<file path="src/rtl/dts_pkg.sv">
package dts_pkg;
  typedef struct packed {
    logic hiPush;
    logic loPush;
    logic hiPop;
    logic loPop;
    logic hiUseRes;
    logic selHi;
  } dtsStrobe_t;
endpackage

</file>
<file path="src/rtl/dts_ring.sv">
module dts_ring #(
  parameter int W     = 32,
  parameter int DEPTH = 8,
  parameter int PW    = (DEPTH > 1) ? $clog2(DEPTH) : 1
) (
  input  logic             clk,
  input  logic             rstN,
  input  logic             push,
  input  logic             pop,
  input  logic [W-1:0]     wrData,
  output logic [W-1:0]     rdData,
  output logic             full,
  output logic             empty,
  output logic [PW-1:0]    wrPtr,
  output logic [PW-1:0]    rdPtr,
  output logic [DEPTH-1:0] occ
);
  localparam int CW = $clog2(DEPTH + 1);
  localparam logic [PW-1:0] LAST = PW'(DEPTH - 1);

  logic [W-1:0]     mem [DEPTH];
  logic [CW-1:0]    count;
  logic [DEPTH-1:0] pushMask;
  logic [DEPTH-1:0] popMask;

  assign pushMask = push ? (DEPTH'(1) << wrPtr) : '0;
  assign popMask  = pop  ? (DEPTH'(1) << rdPtr) : '0;

  always_ff @(posedge clk or negedge rstN) begin
    if (!rstN) begin
      wrPtr <= '0;
      rdPtr <= '0;
      count <= '0;
      occ   <= '0;
    end else begin
      if (push) wrPtr <= (wrPtr == LAST) ? '0 : wrPtr + 1'b1;
      if (pop)  rdPtr <= (rdPtr == LAST) ? '0 : rdPtr + 1'b1;
      count <= count + CW'(push) - CW'(pop);
      occ   <= (occ & ~popMask) | pushMask;
    end
  end

  always_ff @(posedge clk) begin
    if (push) mem[wrPtr] <= wrData;
  end

  assign rdData = mem[rdPtr];
  assign full   = (count == CW'(DEPTH));
  assign empty  = (count == '0);

  AST_NO_OVERFLOW:  assert property (@(posedge clk) disable iff (!rstN) push |-> !full);
  AST_NO_UNDERFLOW: assert property (@(posedge clk) disable iff (!rstN) pop |-> !empty);
  AST_OCC_COUNT:    assert property (@(posedge clk) disable iff (!rstN) $countones(occ) == int'(count));
endmodule

</file>
<file path="src/rtl/dts_datapath.sv">
module dts_datapath import dts_pkg::*; #(
  parameter int ADDR_W  = 32,
  parameter int DEPTH   = 8,
  parameter int BLK_LSB = 6
) (
  input  logic              clk,
  input  logic              rstN,
  input  dtsStrobe_t        stb,
  input  logic [ADDR_W-1:0] hiAddr,
  input  logic [ADDR_W-1:0] loAddr,
  output logic [ADDR_W-1:0] issAddr,
  output logic              hiFull,
  output logic              hiEmpty,
  output logic              loFull,
  output logic              loEmpty,
  output logic              hiHeadBlocked,
  output logic              hiHeadUseRes
);
  localparam int PW = (DEPTH > 1) ? $clog2(DEPTH) : 1;
  localparam int TW = ADDR_W - BLK_LSB;

  logic [ADDR_W:0]   hiHead;
  logic [ADDR_W-1:0] loHead;
  logic [PW-1:0]     hiWr, hiRd, loWr, loRd;
  logic [DEPTH-1:0]  hiOcc, loOcc;
  logic [DEPTH-1:0]  loClr;
  logic [DEPTH-1:0]  newMask;
  logic [DEPTH-1:0]  blockMask [DEPTH];
  logic [TW-1:0]     loTag [DEPTH];

  dts_ring #(.W(ADDR_W + 1), .DEPTH(DEPTH), .PW(PW)) uHiQ (
    .clk(clk), .rstN(rstN), .push(stb.hiPush), .pop(stb.hiPop),
    .wrData({stb.hiUseRes, hiAddr}), .rdData(hiHead),
    .full(hiFull), .empty(hiEmpty), .wrPtr(hiWr), .rdPtr(hiRd), .occ(hiOcc)
  );

  dts_ring #(.W(ADDR_W), .DEPTH(DEPTH), .PW(PW)) uLoQ (
    .clk(clk), .rstN(rstN), .push(stb.loPush), .pop(stb.loPop),
    .wrData(loAddr), .rdData(loHead),
    .full(loFull), .empty(loEmpty), .wrPtr(loWr), .rdPtr(loRd), .occ(loOcc)
  );

  // Block tag of every low slot, kept for the conflict compare
  always_ff @(posedge clk) begin
    if (stb.loPush) loTag[loWr] <= loAddr[ADDR_W-1:BLK_LSB];
  end

  assign loClr = stb.loPop ? (DEPTH'(1) << loRd) : '0;

  // Dependencies of an arriving high command: queued low slots in its block,
  // minus the one leaving this cycle
  for (genvar j = 0; j < DEPTH; j++) begin : gConflict
    assign newMask[j] = loOcc[j] && !loClr[j] &&
                        (loTag[j] == hiAddr[ADDR_W-1:BLK_LSB]);
  end

  always_ff @(posedge clk or negedge rstN) begin
    if (!rstN) begin
      for (int i = 0; i < DEPTH; i++) blockMask[i] <= '0;
    end else begin
      for (int i = 0; i < DEPTH; i++) begin
        if (stb.hiPush && hiWr == PW'(i)) blockMask[i] <= newMask;
        else                              blockMask[i] <= blockMask[i] & ~loClr;
      end
    end
  end

  assign hiHeadBlocked = hiOcc[hiRd] && (|blockMask[hiRd]);
  assign hiHeadUseRes  = hiHead[ADDR_W];
  assign issAddr       = stb.selHi ? hiHead[ADDR_W-1:0] : loHead;

  AST_HI_WAITS_LO: assert property (@(posedge clk) disable iff (!rstN)
    stb.hiPop |-> !hiHeadBlocked);
  AST_BLOCKERS_QUEUED: assert property (@(posedge clk) disable iff (!rstN)
    hiOcc[hiRd] |-> ((blockMask[hiRd] & ~loOcc) == '0));
endmodule

</file>
<file path="src/rtl/dts_control.sv">
module dts_control import dts_pkg::*; #(
  parameter int GLOB_CRED = 8,
  parameter int HI_CRED   = 2,
  parameter int FREE_W    = 6
) (
  input  logic              clk,
  input  logic              rstN,
  input  logic              hiValid,
  input  logic              loValid,
  input  logic              issReady,
  input  logic [FREE_W-1:0] dsFree,
  input  logic [4:0]        critThresh,
  input  logic              hiFull,
  input  logic              hiEmpty,
  input  logic              loFull,
  input  logic              loEmpty,
  input  logic              hiHeadBlocked,
  input  logic              hiHeadUseRes,
  output dtsStrobe_t        stb,
  output logic              hiReady,
  output logic              loReady,
  output logic              issValid,
  output logic              globCreditRet,
  output logic              hiCreditRet
);
  localparam int GW = $clog2(GLOB_CRED + 2);
  localparam int HW = $clog2(HI_CRED + 2);

  logic [GW-1:0] gAvail, gPend;
  logic [HW-1:0] hAvail;
  logic hiElig, fire, hiTakesGlob, gRelease, hiPushGlob;

  assign hiElig      = !hiEmpty && !hiHeadBlocked;
  assign issValid    = hiElig || !loEmpty;
  assign fire        = issValid && issReady;

  assign hiReady     = !hiFull && (hAvail != '0 || gAvail != '0);
  assign hiTakesGlob = hiValid && hiReady && (hAvail == '0);
  assign loReady     = !loFull && (32'(gAvail) > (hiTakesGlob ? 32'd1 : 32'd0));

  always_comb begin
    stb          = '0;
    stb.selHi    = hiElig;
    stb.hiPop    = fire && hiElig;
    stb.loPop    = fire && !hiElig;
    stb.hiPush   = hiValid && hiReady;
    stb.loPush   = loValid && loReady;
    stb.hiUseRes = (hAvail != '0);
  end

  assign globCreditRet = (gPend != '0) && (32'(dsFree) > 32'(critThresh));
  assign hiCreditRet   = stb.hiPop && hiHeadUseRes;
  assign gRelease      = (stb.hiPop && !hiHeadUseRes) || stb.loPop;
  assign hiPushGlob    = stb.hiPush && !stb.hiUseRes;

  always_ff @(posedge clk or negedge rstN) begin
    if (!rstN) begin
      gAvail <= GW'(GLOB_CRED);
      hAvail <= HW'(HI_CRED);
      gPend  <= '0;
    end else begin
      gAvail <= gAvail - GW'(hiPushGlob) - GW'(stb.loPush) + GW'(globCreditRet);
      hAvail <= hAvail - HW'(stb.hiPush && stb.hiUseRes) + HW'(hiCreditRet);
      gPend  <= gPend + GW'(gRelease) - GW'(globCreditRet);
    end
  end

  AST_RES_BOUND:  assert property (@(posedge clk) disable iff (!rstN)
    32'(hAvail) <= HI_CRED);
  AST_GLOB_BOUND: assert property (@(posedge clk) disable iff (!rstN)
    (32'(gAvail) + 32'(gPend)) <= GLOB_CRED);
  AST_GLOB_RET_PEND: assert property (@(posedge clk) disable iff (!rstN)
    globCreditRet |=> (gAvail != '0));
endmodule

</file>
<file path="src/rtl/dual_thread_sched.sv">
module dual_thread_sched import dts_pkg::*; #(
  parameter int ADDR_W    = 32,
  parameter int DEPTH     = 8,
  parameter int BLK_LSB   = 6,
  parameter int GLOB_CRED = 8,
  parameter int HI_CRED   = 2,
  parameter int FREE_W    = 6
) (
  input  logic              clk,
  input  logic              rstN,
  input  logic [4:0]        critThresh,
  input  logic [FREE_W-1:0] dsFree,
  input  logic              hiValid,
  output logic              hiReady,
  input  logic [ADDR_W-1:0] hiAddr,
  input  logic              loValid,
  output logic              loReady,
  input  logic [ADDR_W-1:0] loAddr,
  output logic              issValid,
  input  logic              issReady,
  output logic              issThread,
  output logic [ADDR_W-1:0] issAddr,
  output logic              globCreditRet,
  output logic              hiCreditRet
);
  dtsStrobe_t stb;
  logic hiFull, hiEmpty, loFull, loEmpty, hiHeadBlocked, hiHeadUseRes;

  dts_control #(.GLOB_CRED(GLOB_CRED), .HI_CRED(HI_CRED), .FREE_W(FREE_W)) uCtl (
    .clk(clk), .rstN(rstN), .hiValid(hiValid), .loValid(loValid),
    .issReady(issReady), .dsFree(dsFree), .critThresh(critThresh),
    .hiFull(hiFull), .hiEmpty(hiEmpty), .loFull(loFull), .loEmpty(loEmpty),
    .hiHeadBlocked(hiHeadBlocked), .hiHeadUseRes(hiHeadUseRes),
    .stb(stb), .hiReady(hiReady), .loReady(loReady), .issValid(issValid),
    .globCreditRet(globCreditRet), .hiCreditRet(hiCreditRet)
  );

  dts_datapath #(.ADDR_W(ADDR_W), .DEPTH(DEPTH), .BLK_LSB(BLK_LSB)) uDp (
    .clk(clk), .rstN(rstN), .stb(stb), .hiAddr(hiAddr), .loAddr(loAddr),
    .issAddr(issAddr), .hiFull(hiFull), .hiEmpty(hiEmpty),
    .loFull(loFull), .loEmpty(loEmpty),
    .hiHeadBlocked(hiHeadBlocked), .hiHeadUseRes(hiHeadUseRes)
  );

  assign issThread = stb.selHi;

  AST_HI_FIRST: assert property (@(posedge clk) disable iff (!rstN)
    (issValid && !issThread) |-> (hiEmpty || hiHeadBlocked));
endmodule

</file>
<file path="config.mk">
export PLATFORM = sky130hd
export DESIGN_NAME = dual_thread_sched
export DESIGN_NICKNAME = d
export VERILOG_FILES = /design/src/rtl/dts_pkg.sv /design/src/rtl/dts_ring.sv /design/src/rtl/dts_datapath.sv /design/src/rtl/dts_control.sv /design/src/rtl/dual_thread_sched.sv
export SDC_FILE = /design/constraint.sdc
export NUM_CORES = 1
export LEC_CHECK = 0
export BUFFER_PORTS_ARGS = -buffer_cell sky130_fd_sc_hd__clkbuf_2
export CORE_ASPECT_RATIO = 0.5
export CORE_MARGIN = 3
export CORE_UTILIZATION = 58
export CTS_BUF_LIST = sky130_fd_sc_hd__clkbuf_4
export DETAILED_ROUTE_END_ITERATION = 12
export PLACE_DENSITY = 0.87
export RECOVER_POWER = 50
export SYNTH_ARGS = -nofsm -noshare
export SYNTH_HDL_FRONTEND = slang
export SYNTH_SLANG_ARGS = --single-unit
</file>
<file path="constraint.sdc">
create_clock -name clk -period 5.61 [get_ports clk]
set_input_delay 0 -clock clk [delete_from_list [all_inputs] [get_ports clk]]
set_output_delay 0 -clock clk [all_outputs]
set_load 0.02 [all_outputs]
</file>
==> flow_summary.yaml <==
routing:
  routed-via-count: 19070
  remaining_drc_errors: 0
  drt_first_iter_violations: 3291
  firstDrtPassIters: 7
  routed_wire_per_std_cell_um: 28.79
  postRouteWirelength_um: 83230
  antenna_left: 0
  avgViaCountPerCell: 6.597
timing:
  post-route-period-util: 0.8882
  post-route-worst-setup-slack_ns: 0.6270
  tns_ns: 0
  final_max_slew_violation_count: 112
  worst_pin_slew_ns: 3.172
  hold_viol: 0
  worst_clock_skew_ns: 0.06217
  rsz_0062_raised_after_global_routing: "false"
  fmax_ghz: 0.2007
  layout_min_cycle_time_ns: 4.983
  setup_violations: 0
  relSlewSlack: -1.115
critical_path:
  critical_path_cell_by_cell: "inv_1 > ha_1 > a221oi_1 > nor2b_1 > ha_1 > a22o_1 > a222oi_1 > nand2_1 > inv_1 > nand2_1 > nor3_4 > buf_4"
  reg2reg_from: "uCtl.gAvail[3]"
  worst_ep_required_time_ns: 6.08
  critical-path-max-stage-delay_ns: 0.72
  crit_type: "reg -> reg"
  cp.arrival_ns: 5.46
  r2r.worst_path.cells: 12
  reg2reg_to: "uDp.loTag[4][15]"
  cp-end-kind: "flop"
  r2r_setup_slack_ns: 0.63
  start_kind: "flop"
  crit_path_max_fanout: 32
  critical_path.slowest_cell: "sky130_fd_sc_hd__a222oi_1"
cts:
  clkSlewWorstSetupHoldPaths_ns: 0.08
  cts.htree.levels: 4
  tritoncts: "done"
  number_of_buffers_inserted_for_hold_repair_after_clock_tree_synthesis: 110
  post_cts_repair_timing_setup_buffer_count: 0
  maximum_clock_insertion_buffer_count: 3
  cts_inserted_buffers: 141
  clockRootBuffer: "sky130_fd_sc_hd__clkbuf_4"
  clock_latency_ns: 0.89
  ctsResizeCount: 0
  clk_sinks: 630
grt:
  largest_net_degree_at_the_start_of_global_routing: 76
  vias_in_the_first_global_route: 19160
  global_route.overflow_total: 0
  grt_util_all_layers: 0.3330
  antenna_found_initial: 3
  grt_pass1_wl_um: 123400
synthesis:
  synth-async-reset-ratio: 0.1746
  syn_area_sq_um: 27880
  synth-edff-count: 520
  synth_seq_area_share: 0.6589
  ys.warnings.count: 0
  synthesis.area_per_instance_sq_um: 15.21
  syn_nets: 1972
  synth_cell_type_count: 54
  synth.ff_latch_count: 630
  synthesis.instances: 1833
  synth-main-ff-cell: "sky130_fd_sc_hd__edfxtp_1"
hold_path:
  holdCritStartpoint: "dsFree[3]"
  worst_hold_path.endpoint: "uCtl.gAvail[0]"
  holdCritPathClass: "in -> reg"
  hold_path_depth: 7
layout:
  nNetsFinal: 2282
  most-common-layout-cells: "sky130_fd_sc_hd__edfxtp_1, sky130_fd_sc_hd__nand2_1, sky130_fd_sc_hd__clkbuf_4"
  finalCoreUtilization: 0.6811
  layout.cells.most_common: "sky130_fd_sc_hd__edfxtp_1"
  fillers: 2873
  post_route_cells_drive_above_1_share: 0.2245
  multi_input_comb_area_sq_um: 8867
  stdcell_area_sq_um: 32120
  ff_latch_area_sq_um: 18380
  area_delta_synth_final_pct: 15.20
die:
  die_area_sq_um: 50900
  die_w_um: 316.1
  effective_utilization_at_floorplan: 0.5912
  fp.coreArea_sq_um: 47160
  floorplan.io_pins: 118
  rows: 56
  die-height_um: 161.0
power:
  power_density_nw_per_um2: 492.0
  static-leakage-power_uw: 0.01165
  seqPwrFrac: 0.409
  clock_power_share: 0.248
  p_comb_frac: 0.343
  p_int_uw: 9877
  switching_share: 0.3750
  power_switching_uw: 5926
  worst_ir_drop_vdd_v: 0.0003111
job:
  number_of_violations_of_the_max_capacitance_limit: 2
placed_design:
  gp_routability_congestion: 0.9866
  preCtsSetupSlack_ns: 0.9220
  dpl_cell_area_sq_um: 29190
  place.detailed.hpwl_um: 50220
  port_buffers: 117
status:
  failed_checks: "capacitance limit, slew limit"
  status: "finished, violations left"
==> cell usage after synthesis, types with 9 or more instances <==
cell type	instances	area, sq um
sky130_fd_sc_hd__a31oi_1	37	231.5
sky130_fd_sc_hd__a21oi_1	74	370.4
sky130_fd_sc_hd__and3_1	39	244.0
sky130_fd_sc_hd__nor2_1	28	105.1
sky130_fd_sc_hd__buf_6	16	180.2
sky130_fd_sc_hd__ha_1	54	675.7
sky130_fd_sc_hd__edfxtp_1	520	15610
sky130_fd_sc_hd__nand3_1	20	100.1
sky130_fd_sc_hd__nand4_1	25	156.4
sky130_fd_sc_hd__dfrtp_1	108	2703
sky130_fd_sc_hd__nand2_1	287	1077
sky130_fd_sc_hd__buf_2	23	115.1
sky130_fd_sc_hd__nor4_1	57	356.6
sky130_fd_sc_hd__buf_1	9	33.78
sky130_fd_sc_hd__o22ai_1	9	56.30
sky130_fd_sc_hd__xnor2_1	94	823.3
sky130_fd_sc_hd__clkbuf_1	42	157.7
sky130_fd_sc_hd__inv_1	65	244.0
sky130_fd_sc_hd__xor2_1	123	1077
sky130_fd_sc_hd__mux4_2	130	2928
==> flip-flops by register name, indices dropped and copies added, names as in the netlist <==
name,count
uCtl.gAvail,4
uCtl.gPend,4
uCtl.hAvail,2
uDp.blockMask,64
uDp.loTag,202
uDp.uHiQ.count,4
uDp.uHiQ.mem,264
uDp.uHiQ.occ,8
uDp.uHiQ.rdPtr,3
uDp.uHiQ.wrPtr,3
uDp.uLoQ.count,4
uDp.uLoQ.mem,54
uDp.uLoQ.occ,8
uDp.uLoQ.rdPtr,3
uDp.uLoQ.wrPtr,3
==> routing by layer <==
layer | share of wire | vias to the layer above | wire, um | track usage
li1 | - | 7554 | - | -
met1 | 0.33 | 9285 | 27480 | 0.4291
met2 | 0.46 | 1859 | 38380 | 0.5129
met3 | 0.15 | 374 | 12820 | 0.1148
met4 | 0.055 | 0 | 4551 | 0.1615
met5 | 0 | - | 0 | 0
==> per-stage QoR <==
step / instances / hold slack (ns) / total power (uW)
after floorplan: 1833 / -0.2956 / 9703
after global placement: 2528 / 0.07500 / 11450
after detailed placement: 2528 / 0.07640 / 11660
after CTS: 2887 / 0.01348 / 15570
after global routing: 2890 / 0.1026 / 16360
final: 2891 / 0.04551 / 15800
==> worst max-delay path: cells and delay by family (launching register included) <==
family	cells	cell delay (ns)
AOI/OAI and AO/OA	3	1.31
DFF	1	0.52
and+or+nand+nor	4	1.22
buffers and inverters	3	0.99
adders and majority gates	2	0.49
==> power by group through the flow <==
stage	logic, uW	clock network [uW]	registers (uW)
5_1_grt	5650	4180	6530
2_1_floorplan	3590	0	6120
6_report	5410	3920	6470
3_5_place_dp	5140	0	6520
4_1_cts	5260	3880	6430
3_3_place_gp	4980	0	6470
==> logic make-up (layout without fill, tap and decap cells) <==
family / after synthesis / count (layout) / share of synthesized area
AO/OA/AOI/OAI: 148 / 148 / 0.03110
XOR/XNOR: 217 / 217 / 0.06817
adder cells (fa/ha/maj): 59 / 59 / 0.02782
buffers and inverters: 163 / 579 / 0.02809
flip-flops: 630 / 630 / 0.6589
multiplexers: 133 / 133 / 0.1063
other: 0 / 4 / 0
AND/OR/NAND/NOR: 483 / 483 / 0.07966
==> layout make-up <==
cell class              count  area share
diodes                      4   0.0003116
clock buffers             215     0.05025
clock inverters            34    0.009349
inverters                  67    0.007830
multi-input cells        1040      0.2761
flip-flops and latches    630      0.5723
well taps                 638     0.02485
repair buffers            263     0.05898
==> worst max-delay path by stage <==
stage,start,end,slack (ns),depth (start not counted)
global route,uCtl.gAvail[3],uDp.loTag[4][15],0.46,12
global placement,uCtl.gAvail[3],uDp.loTag[4][6],1.13,12
detailed placement,uCtl.gAvail[3],uDp.loTag[4][14],0.92,12
finish,uCtl.gAvail[3],uDp.loTag[4][15],0.63,12
floorplan,uCtl.gAvail[3],uDp.loTag[1][0],0.06,13
CTS,uCtl.gAvail[3],uDp.loTag[4][19],0.82,12
(Power assumes the default switching activity.)
